### config.mk
export PLATFORM = sky130hd
export DESIGN_NAME = pinirq_ctrl
export DESIGN_NICKNAME = d
export VERILOG_FILES = /design/src/rtl/pinirq_pkg.sv /design/src/rtl/pinirq_sync.sv /design/src/rtl/pinirq_chan.sv /design/src/rtl/pinirq_regs.sv /design/src/rtl/pinirq_ctrl.sv
export SDC_FILE = /design/constraint.sdc
export NUM_CORES = 1
export LEC_CHECK = 0
export ABC_AREA = 1
export BUFFER_PORTS_ARGS = -buffer_cell sky130_fd_sc_hd__buf_4
export CORE_ASPECT_RATIO = 0.5
export CORE_MARGIN = 5
export CORE_UTILIZATION = 54
export DETAILED_ROUTE_END_ITERATION = 8
export PLACE_DENSITY = 0.9
export SLEW_MARGIN = 5
export SYNTH_ARGS = -nofsm -noshare
export SYNTH_HDL_FRONTEND = slang
export SYNTH_SLANG_ARGS = --single-unit
### constraint.sdc
create_clock -name clk_i -period 1.3 [get_ports clk_i]
set_input_delay 0.065 -clock clk_i [delete_from_list [all_inputs] [get_ports clk_i]]
set_output_delay 0.065 -clock clk_i [all_outputs]
set_load 0.05 [all_outputs]
### src/rtl/pinirq_pkg.sv
package pinirq_pkg;
  // Word indices (byte offset / 4) of the software-visible registers
  localparam int unsigned WI_MODE = 0;
  localparam int unsigned WI_RENA = 1;
  localparam int unsigned WI_RSET = 2;
  localparam int unsigned WI_RCLR = 3;
  localparam int unsigned WI_FENA = 4;
  localparam int unsigned WI_FSET = 5;
  localparam int unsigned WI_FCLR = 6;
  localparam int unsigned WI_RDET = 7;
  localparam int unsigned WI_FDET = 8;
  localparam int unsigned WI_STAT = 9;

  typedef enum logic {
    MODE_EDGE  = 1'b0,
    MODE_LEVEL = 1'b1
  } chan_mode_e;
endpackage

### src/rtl/pinirq_sync.sv
module pinirq_sync #(
  parameter int unsigned WIDTH  = 8,
  parameter int unsigned STAGES = 2
) (
  input  logic             clk_i,
  input  logic             rst_i,
  input  logic [WIDTH-1:0] d_i,
  output logic [WIDTH-1:0] q_o
);
  logic [WIDTH-1:0] stage_q [STAGES];

  always_ff @(posedge clk_i) begin
    if (rst_i) stage_q[0] <= '0;
    else       stage_q[0] <= d_i;
  end

  for (genvar gi = 1; gi < STAGES; gi++) begin : g_stage
    always_ff @(posedge clk_i) begin
      if (rst_i) stage_q[gi] <= '0;
      else       stage_q[gi] <= stage_q[gi-1];
    end
  end

  assign q_o = stage_q[STAGES-1];
endmodule

### src/rtl/pinirq_chan.sv
module pinirq_chan
  import pinirq_pkg::*;
(
  input  logic clk_i,
  input  logic rst_i,
  input  logic lvl_i,     // synchronized pin
  input  logic mode_i,    // chan_mode_e encoding
  input  logic rena_i,
  input  logic fena_i,
  input  logic rclr_i,
  input  logic fclr_i,
  input  logic sclr_i,    // status clear, edge mode only
  output logic rdet_o,
  output logic fdet_o,
  output logic stat_o
);
  logic prev_q, rdet_q, fdet_q;
  logic rise_ev, fall_ev;

  assign rise_ev = lvl_i & ~prev_q;
  assign fall_ev = ~lvl_i & prev_q;

  always_ff @(posedge clk_i) begin
    if (rst_i) begin
      prev_q <= 1'b0;
      rdet_q <= 1'b0;
      fdet_q <= 1'b0;
    end else begin
      prev_q <= lvl_i;
      // a fresh event outranks a clear issued in the same cycle
      if (rise_ev)               rdet_q <= 1'b1;
      else if (rclr_i || sclr_i) rdet_q <= 1'b0;
      if (fall_ev)               fdet_q <= 1'b1;
      else if (fclr_i || sclr_i) fdet_q <= 1'b0;
    end
  end

  always_comb begin
    if (chan_mode_e'(mode_i) == MODE_LEVEL)
      stat_o = rena_i & (lvl_i == fena_i);
    else
      stat_o = (rdet_q & rena_i) | (fdet_q & fena_i);
  end

  assign rdet_o = rdet_q;
  assign fdet_o = fdet_q;
endmodule

### src/rtl/pinirq_regs.sv
module pinirq_regs
  import pinirq_pkg::*;
#(
  parameter int unsigned NUM_CH = 8,
  parameter int unsigned ADDR_W = 6,
  parameter int unsigned DATA_W = 32
) (
  input  logic              clk_i,
  input  logic              rst_i,
  input  logic              wr_en_i,
  input  logic              rd_en_i,
  input  logic [ADDR_W-1:0] addr_i,
  input  logic [DATA_W-1:0] wdata_i,
  output logic [DATA_W-1:0] rdata_o,
  output logic [NUM_CH-1:0] mode_o,
  output logic [NUM_CH-1:0] rena_o,
  output logic [NUM_CH-1:0] fena_o,
  output logic [NUM_CH-1:0] rclr_o,
  output logic [NUM_CH-1:0] fclr_o,
  output logic [NUM_CH-1:0] sclr_o,
  input  logic [NUM_CH-1:0] rdet_i,
  input  logic [NUM_CH-1:0] fdet_i,
  input  logic [NUM_CH-1:0] stat_i
);
  localparam int unsigned IDX_W = ADDR_W - 2;

  logic [NUM_CH-1:0] mode_q, rena_q, fena_q;
  logic [NUM_CH-1:0] wmask, rd_word;
  logic [DATA_W-1:0] rdata_q;
  int unsigned       widx;

  assign wmask = wdata_i[NUM_CH-1:0];
  assign widx  = 32'(addr_i[ADDR_W-1:ADDR_W-IDX_W]);

  always_ff @(posedge clk_i) begin
    if (rst_i) begin
      mode_q <= '0;
      rena_q <= '0;
      fena_q <= '0;
    end else if (wr_en_i) begin
      case (widx)
        WI_MODE: mode_q <= wmask;
        WI_RSET: rena_q <= rena_q | wmask;
        WI_RCLR: rena_q <= rena_q & ~wmask;
        WI_FSET: fena_q <= fena_q | wmask;
        WI_FCLR: fena_q <= fena_q & ~wmask;
        WI_STAT: fena_q <= fena_q ^ (wmask & mode_q);
        default: ;
      endcase
    end
  end

  assign rclr_o = (wr_en_i && widx == WI_RDET) ? wmask : '0;
  assign fclr_o = (wr_en_i && widx == WI_FDET) ? wmask : '0;
  assign sclr_o = (wr_en_i && widx == WI_STAT) ? (wmask & ~mode_q) : '0;

  always_comb begin
    case (widx)
      WI_MODE: rd_word = mode_q;
      WI_RENA: rd_word = rena_q;
      WI_FENA: rd_word = fena_q;
      WI_RDET: rd_word = rdet_i;
      WI_FDET: rd_word = fdet_i;
      WI_STAT: rd_word = stat_i;
      default: rd_word = '0;
    endcase
  end

  always_ff @(posedge clk_i) begin
    if (rst_i)        rdata_q <= '0;
    else if (rd_en_i) rdata_q <= DATA_W'(rd_word);
    else              rdata_q <= '0;
  end

  assign rdata_o = rdata_q;
  assign mode_o  = mode_q;
  assign rena_o  = rena_q;
  assign fena_o  = fena_q;
endmodule

### src/rtl/pinirq_ctrl.sv
module pinirq_ctrl #(
  parameter int unsigned NUM_CH      = 8,
  parameter int unsigned SYNC_STAGES = 2,
  parameter int unsigned ADDR_W      = 6,
  parameter int unsigned DATA_W      = 32
) (
  input  logic              clk_i,
  input  logic              rst_i,
  input  logic              wr_en_i,
  input  logic              rd_en_i,
  input  logic [ADDR_W-1:0] addr_i,
  input  logic [DATA_W-1:0] wdata_i,
  output logic [DATA_W-1:0] rdata_o,
  input  logic [NUM_CH-1:0] pin_i,
  output logic [NUM_CH-1:0] irq_o
);
  logic [NUM_CH-1:0] pin_sync;
  logic [NUM_CH-1:0] mode_w, rena_w, fena_w;
  logic [NUM_CH-1:0] rclr_w, fclr_w, sclr_w;
  logic [NUM_CH-1:0] rdet_w, fdet_w, stat_w;

  pinirq_sync #(.WIDTH(NUM_CH), .STAGES(SYNC_STAGES)) sync_i (
    .clk_i(clk_i), .rst_i(rst_i), .d_i(pin_i), .q_o(pin_sync)
  );

  pinirq_regs #(.NUM_CH(NUM_CH), .ADDR_W(ADDR_W), .DATA_W(DATA_W)) regs_i (
    .clk_i(clk_i), .rst_i(rst_i),
    .wr_en_i(wr_en_i), .rd_en_i(rd_en_i), .addr_i(addr_i),
    .wdata_i(wdata_i), .rdata_o(rdata_o),
    .mode_o(mode_w), .rena_o(rena_w), .fena_o(fena_w),
    .rclr_o(rclr_w), .fclr_o(fclr_w), .sclr_o(sclr_w),
    .rdet_i(rdet_w), .fdet_i(fdet_w), .stat_i(stat_w)
  );

  for (genvar gc = 0; gc < NUM_CH; gc++) begin : g_chan
    pinirq_chan chan_i (
      .clk_i(clk_i), .rst_i(rst_i),
      .lvl_i(pin_sync[gc]), .mode_i(mode_w[gc]),
      .rena_i(rena_w[gc]), .fena_i(fena_w[gc]),
      .rclr_i(rclr_w[gc]), .fclr_i(fclr_w[gc]), .sclr_i(sclr_w[gc]),
      .rdet_o(rdet_w[gc]), .fdet_o(fdet_w[gc]), .stat_o(stat_w[gc])
    );
  end

  assign irq_o = stat_w;
endmodule

After elaboration in Yosys (flattened, before gate mapping)
Memory sizes are Yosys's and may differ from the RTL's.
Cells that the tools add are included.
{ "totals": {"mem_count": 1, "ff_bits": 80, "elab_cells": 216, "ramBits": 16} }
{ "memory_table": {"columns": ["memory", "depth", "word_bits", "read_ports", "rd_ports_with_merged_regs", "write_ports", "line_no", "source"], "rows": [
  ["sync_i.stage_q", 2, 8, 2, 0, 2, "pinirq_sync.sv:10", "logic [WIDTH-1:0] stage_q [STAGES];"]
]} }
{ "classes": {"n_mux": 51, "reduce_logical": 42, "bitwise_logic": 76, "eq_ne": 17} }
{ "ops": {"columns": ["operator", "n"], "rows": [
  ["$pmux W8 S6", 1],
  ["$mux W1", 43],
  ["$and A1 B1 Y1", 40],
  ["$mux W8", 5],
  ["$reduce_bool A2 Y1", 17],
  ["$and A8 B8 Y8", 4],
  ["$logic_not A32 Y1", 1],
  ["$pmux W8 S3", 1],
  ["$not A1 Y1", 17],
  ["$eq A4 B3 Y1 const B", 4],
  ["$logic_or A1 B1 Y1", 16],
  ["$not A8 Y8", 2],
  ["$or A8 B8 Y8", 2],
  ["$pmux W8 S2", 1],
  ["$or A1 B1 Y1", 10],
  ["$eq A1 B1 Y1", 8],
  ["$eq A4 B2 Y1 const B", 2],
  ["$eq A4 B4 Y1 const B", 2],
  ["$xor A8 B8 Y8", 1],
  ["$reduce_and A2 Y1", 3],
  ["$eq A4 B1 Y1 const B", 1],
  ["$logic_and A1 B1 Y1", 3],
  ["$reduce_bool A3 Y1", 1],
  ["$reduce_or A2 Y1", 1]
]} }

Depth between registers and ports, before layout
{ "logic_depth": {"word_depth": 6, "depth_mapped": 8} }

Cells and area by module
From an unflattened synthesis, not the netlist that was laid out.
{ "unflattened": {"hier_cells": 624, "area_unflattened_um2": 3915.0} }
{ "by_module_without_submodules": {"columns": ["module", "n_inst", "cells_each", "area_each_um2", "seq_area_each_um2"], "rows": [
  ["pinirq_regs", 1, 366, 2189.6, 640.6],
  ["pinirq_chan", 8, 26, 156.4, 60.1],
  ["pinirq_sync", 1, 50, 474.2, 320.3]
]} }

Worst setup path after synthesis
OpenSTA, ideal clock, no wires.
{ "synth_path": {"path_type": "input to register", "from": "input addr_i[4]", "to": "register regs_i.mode_q[6], in the netlist regs_i.mode_o[6]", "path_stages": 7, "arrival_time_ns": 0.926, "setup_time_ns": 0.119, "t_required_ns": 1.181, "path_slack_ns": 0.255, "path_cell_list": "nor2_1 -> nand2_2 -> inv_1 -> nand2_2 -> buf_4 -> o21ai_0 -> a21oi_1"} }
{ "synth_via": {"elab_chain_len": 2} }
{ "synth_rtl": {"columns": ["item", "line_no", "source"], "rows": [
  ["start, declared", "pinirq_ctrl.sv:11", "input logic [ADDR_W-1:0] addr_i,"],
  ["$logic_not A32 Y1", "pinirq_regs.sv:41", "case (widx)"],
  ["$reduce_and A2 Y1 (no line)", null, null],
  ["end signal, assigned", "pinirq_regs.sv:42", "WI_MODE: mode_q <= wmask;"],
  ["end, declared", "pinirq_regs.sv:27", "logic [NUM_CH-1:0] mode_q, rena_q, fena_q;"]
]} }
No other way between the ends.
A chain may end at the register's enable or synchronous reset.

Final worst setup path
{ "layout_path": {"from": "register regs_i.fena_q[6], in the netlist regs_i.fena_o[6]", "to": "output irq_o[6]"} }
{ "layout_via": {"elab_chain_len": 3} }
{ "layout_rtl": {"columns": ["item", "line_no", "source"], "rows": [
  ["start, declared", "pinirq_regs.sv:27", null],
  ["start signal, assigned", "pinirq_regs.sv:45", "WI_FSET: fena_q <= fena_q | wmask;"],
  ["start signal, assigned", "pinirq_regs.sv:46", "WI_FCLR: fena_q <= fena_q & ~wmask;"],
  ["start signal, assigned", "pinirq_regs.sv:47", "WI_STAT: fena_q <= fena_q ^ (wmask & mode_q);"],
  ["$and A1 B1 Y1 or $eq A1 B1 Y1 (tied branches)", "pinirq_chan.sv:42, pinirq_chan.sv:40", null],
  ["$or A1 B1 Y1 or $and A1 B1 Y1 (tied branches)", "pinirq_chan.sv:42, pinirq_chan.sv:40", null],
  ["$mux W1 *", "pinirq_chan.sv:39", "if (chan_mode_e'(mode_i) == MODE_LEVEL)"],
  ["end, declared", "pinirq_ctrl.sv:15", "output logic [NUM_CH-1:0] irq_o"]
]} }
Mark *: on every way between the ends. The rest lies on a longest branch, timed or not.

==> results.yml <==
outcome:
  status: "finished, violations left"
  violations: "setup timing"
detailed_routing:
  wl_per_cell_um: 17.1
  num_vias: 4343
  drtIter0Drc: 658
  totalWireLength_mm: 12.6
  drc: 0
  detail-route-antenna-nets: 0
  via_per_inst: 5.86
  drtPass1Iterations: 7
floorplanning:
  rows: 21
  die_h_um: 69.3
  start_util_pct: 56.2
  fp.dieW_um: 129
  die-area_mm2: 0.00891
  core-area_mm2: 0.00675
  ios: 90
cells_and_area:
  layout.nets: 694
  drive_gt1_share_pct: 29.0
  ff_latch_area_mm2: 0.00150
  fill_cells: 425
  final_util_pct: 72.2
  multi_input_area_mm2: 0.00202
  antenna_cells: 0
  area_growth_pct: 28.4
min_path:
  hp-start: "wdata_i[5]"
  min_path_type: "in2reg"
synthesis:
  synthTopCellsByArea: "dfxtp_1, nand2_1, nand3_1"
  yosys.cell_types.count: 23
  seq_area_frac_synth_pct: 38.0
  synth_area_mm2: 0.00380
  synth_top_cell_by_area: "dfxtp_1"
  postSynthCellCount: 577
  syn_avg_cell_area_um2: 6.58
  yosys.area.top_type_share_pct: 38.0
  synth-seq-cells: 72
  yosys_warnings: 0
worst_setup_path:
  critPathSlowestCell: "dfxtp_4"
  crit_path_max_fanout: 7
  worstSetupEndpointType: "output pin"
  crit_path_max_incr_delay_ps: 370
  cp_num_buf_inv: 1
  crit_chain: "a21oi_2 -> o21ai_2 -> a21boi_1 -> buf_4"
  r2r_slack_ps: 0
  cp.arrival_ps: 1330
  crit-reg2reg-launch: "regs_i.fena_o[1]"
  required_ps: 1240
  crit_type: "reg2out"
  path_delay_family: "compound AO/OA/AOI/OAI gates"
  worstSetupStartpointType: "flip-flop"
  crit_path_start: "regs_i.fena_o[6]"
clocking:
  cts.sinks: 72
  insertion_delay_ps: 330
  htreeDepth: 3
  cts_tree: "yes"
  clk_path_buf_depth: 2
  clkTransAtPathRegs_ps: 60
  cts-root-buf: "clkbuf_16"
  numCtsBuffers: 9
placement:
  finalWeightedCongestion: 0.964
  portBuffers: 39
  hpwl_mm: 7.24
  place_ws_ps: 24.8
global_routing:
  grtUsageTotal_pct: 25.8
  grt_overflow: 0
  grt_pass1_vias: 3979
  grt_pass1_wl_mm: 18.4
  grt_max_degree: 41
  antenna_found_initial: 0
pwr:
  vdd_drop_max_mv: 0.621
  leakage_nw: 2.02
  power_density_mw_per_mm2: 1150
  total_power_w: 0.00560
timing:
  hold_slack_ps: 56.7
  fmax_mhz: 719
  slew_violations: 0
  final_hold_viol_count: 0
  setup_slack_ps: -91.2
  worstMarginPinSlew_ps: 508
  finalClockSkew_ps: 5.70
  slew_headroom_pct: 66.1
  setup_viol: 7
  min_period_over_period_pct: 107
  fin_setup_tns_ps: -233
  layout_min_cycle_time_ps: 1390
  rsz0062_at_grt: "true"
run:
  cap_violations: 0
==> cell families after synthesis <==
kind of cell,synth area share (%)
flip-flops,38.0
AND/OR/NAND/NOR,36.3
other,0.0988
buffers and inverters,14.7
AO/OA/AOI/OAI,11.0
==> Yosys cell counts <==
cell type	instances
nand2_1	154
nand3_1	73
dfxtp_1	72
inv_1	62
nor2_1	50
a21oi_1	48
buf_4	34
o21ai_0	23
clkbuf_1	14
nand4_1	8
or2_2	8
o21ai_1	6
nor2_2	4
nor2_4	4
o22ai_1	4
nand2_4	3
inv_2	2
nand2_2	2
nor3_2	2
a21boi_0	1
clkinv_4	1
conb_1	1
nand3_2	1
==> what timing repair did <==
item | CTS | global route
hold buffers | 8 | 0
hold endpoints to repair | 8 | 0
gates resized for setup | 65 | 41
setup endpoints to repair | 8 | 8
setup buffers | 7 | 4
pin swaps | 16 | 15
==> worst reg2reg max path, cell delays in order (launching register included) <==
cell     delay (ps)
dfxtp_4         370
buf_4           140
or2_2           280
nand3_1          80
nand3_1          90
nand2_1         120
a21oi_1          80
==> final cells by class <==
type,instances,share of cell area (%)
Clock buffer,11,4.98
Clock inverter,5,1.16
Inverter,65,5.57
Multi-Input combinational cell,415,41.5
Sequential cell,72,30.7
Tap cell,92,2.36
Timing Repair Buffer,81,13.8
==> path summary, 6_finish.rpt <==
kind	end	depth (start not counted)
max	irq_o[6]	4
min reg2reg	sync_i.stage_q[1][4]	2
max reg2reg	regs_i.fena_o[1]	6
min	flip-flop	3
==> per-stage QoR <==
step	cell area, um2	std cells
3_3_place_gp	4170	706
2_1_floorplan	3880	600
3_5_place_dp	4170	706
4_1_cts	4730	737
6_report	4870	741
5_1_grt	4870	741
==> layer usage <==
| metal | up-vias | track usage, % | share of wire (%) |
|---|---|---|---|
| met5 | - | 0 | 0 |
| li1 | 1922 | - | - |
| met1 | 1923 | 31.0 | 36 |
| met3 | 129 | 8.38 | 15 |
| met4 | 0 | 15.3 | 6.6 |
| met2 | 369 | 40.0 | 43 |
==> cells in the final DEF (no fill, tap or decap), drive strengths merged <==
master	Yosys	final
nor2	58	58
a21boi	1	1
nor3	2	2
clkinv	1	4
conb	1	24
nand3	74	74
clkinvlp	0	1
o22ai	4	4
inv	64	64
or2	8	8
buf	34	73
bufinv	0	1
nand4	8	8
dfxtp	72	72
a21oi	48	48
o21ai	29	29
nand2	159	159
dlygate4sd3	0	8
clkbuf	14	11
==> where the power goes <==
part	switching, W	total (W)	leakage [nW]	internal, W
sequential	0.0000747	0.00235	0.601	0.00227
clock	0.000958	0.00249	0.145	0.00153
combinational	0.000530	0.000762	1.28	0.000232
total	0.00156	0.00560	2.02	0.00404
(Power assumes the default switching activity.)
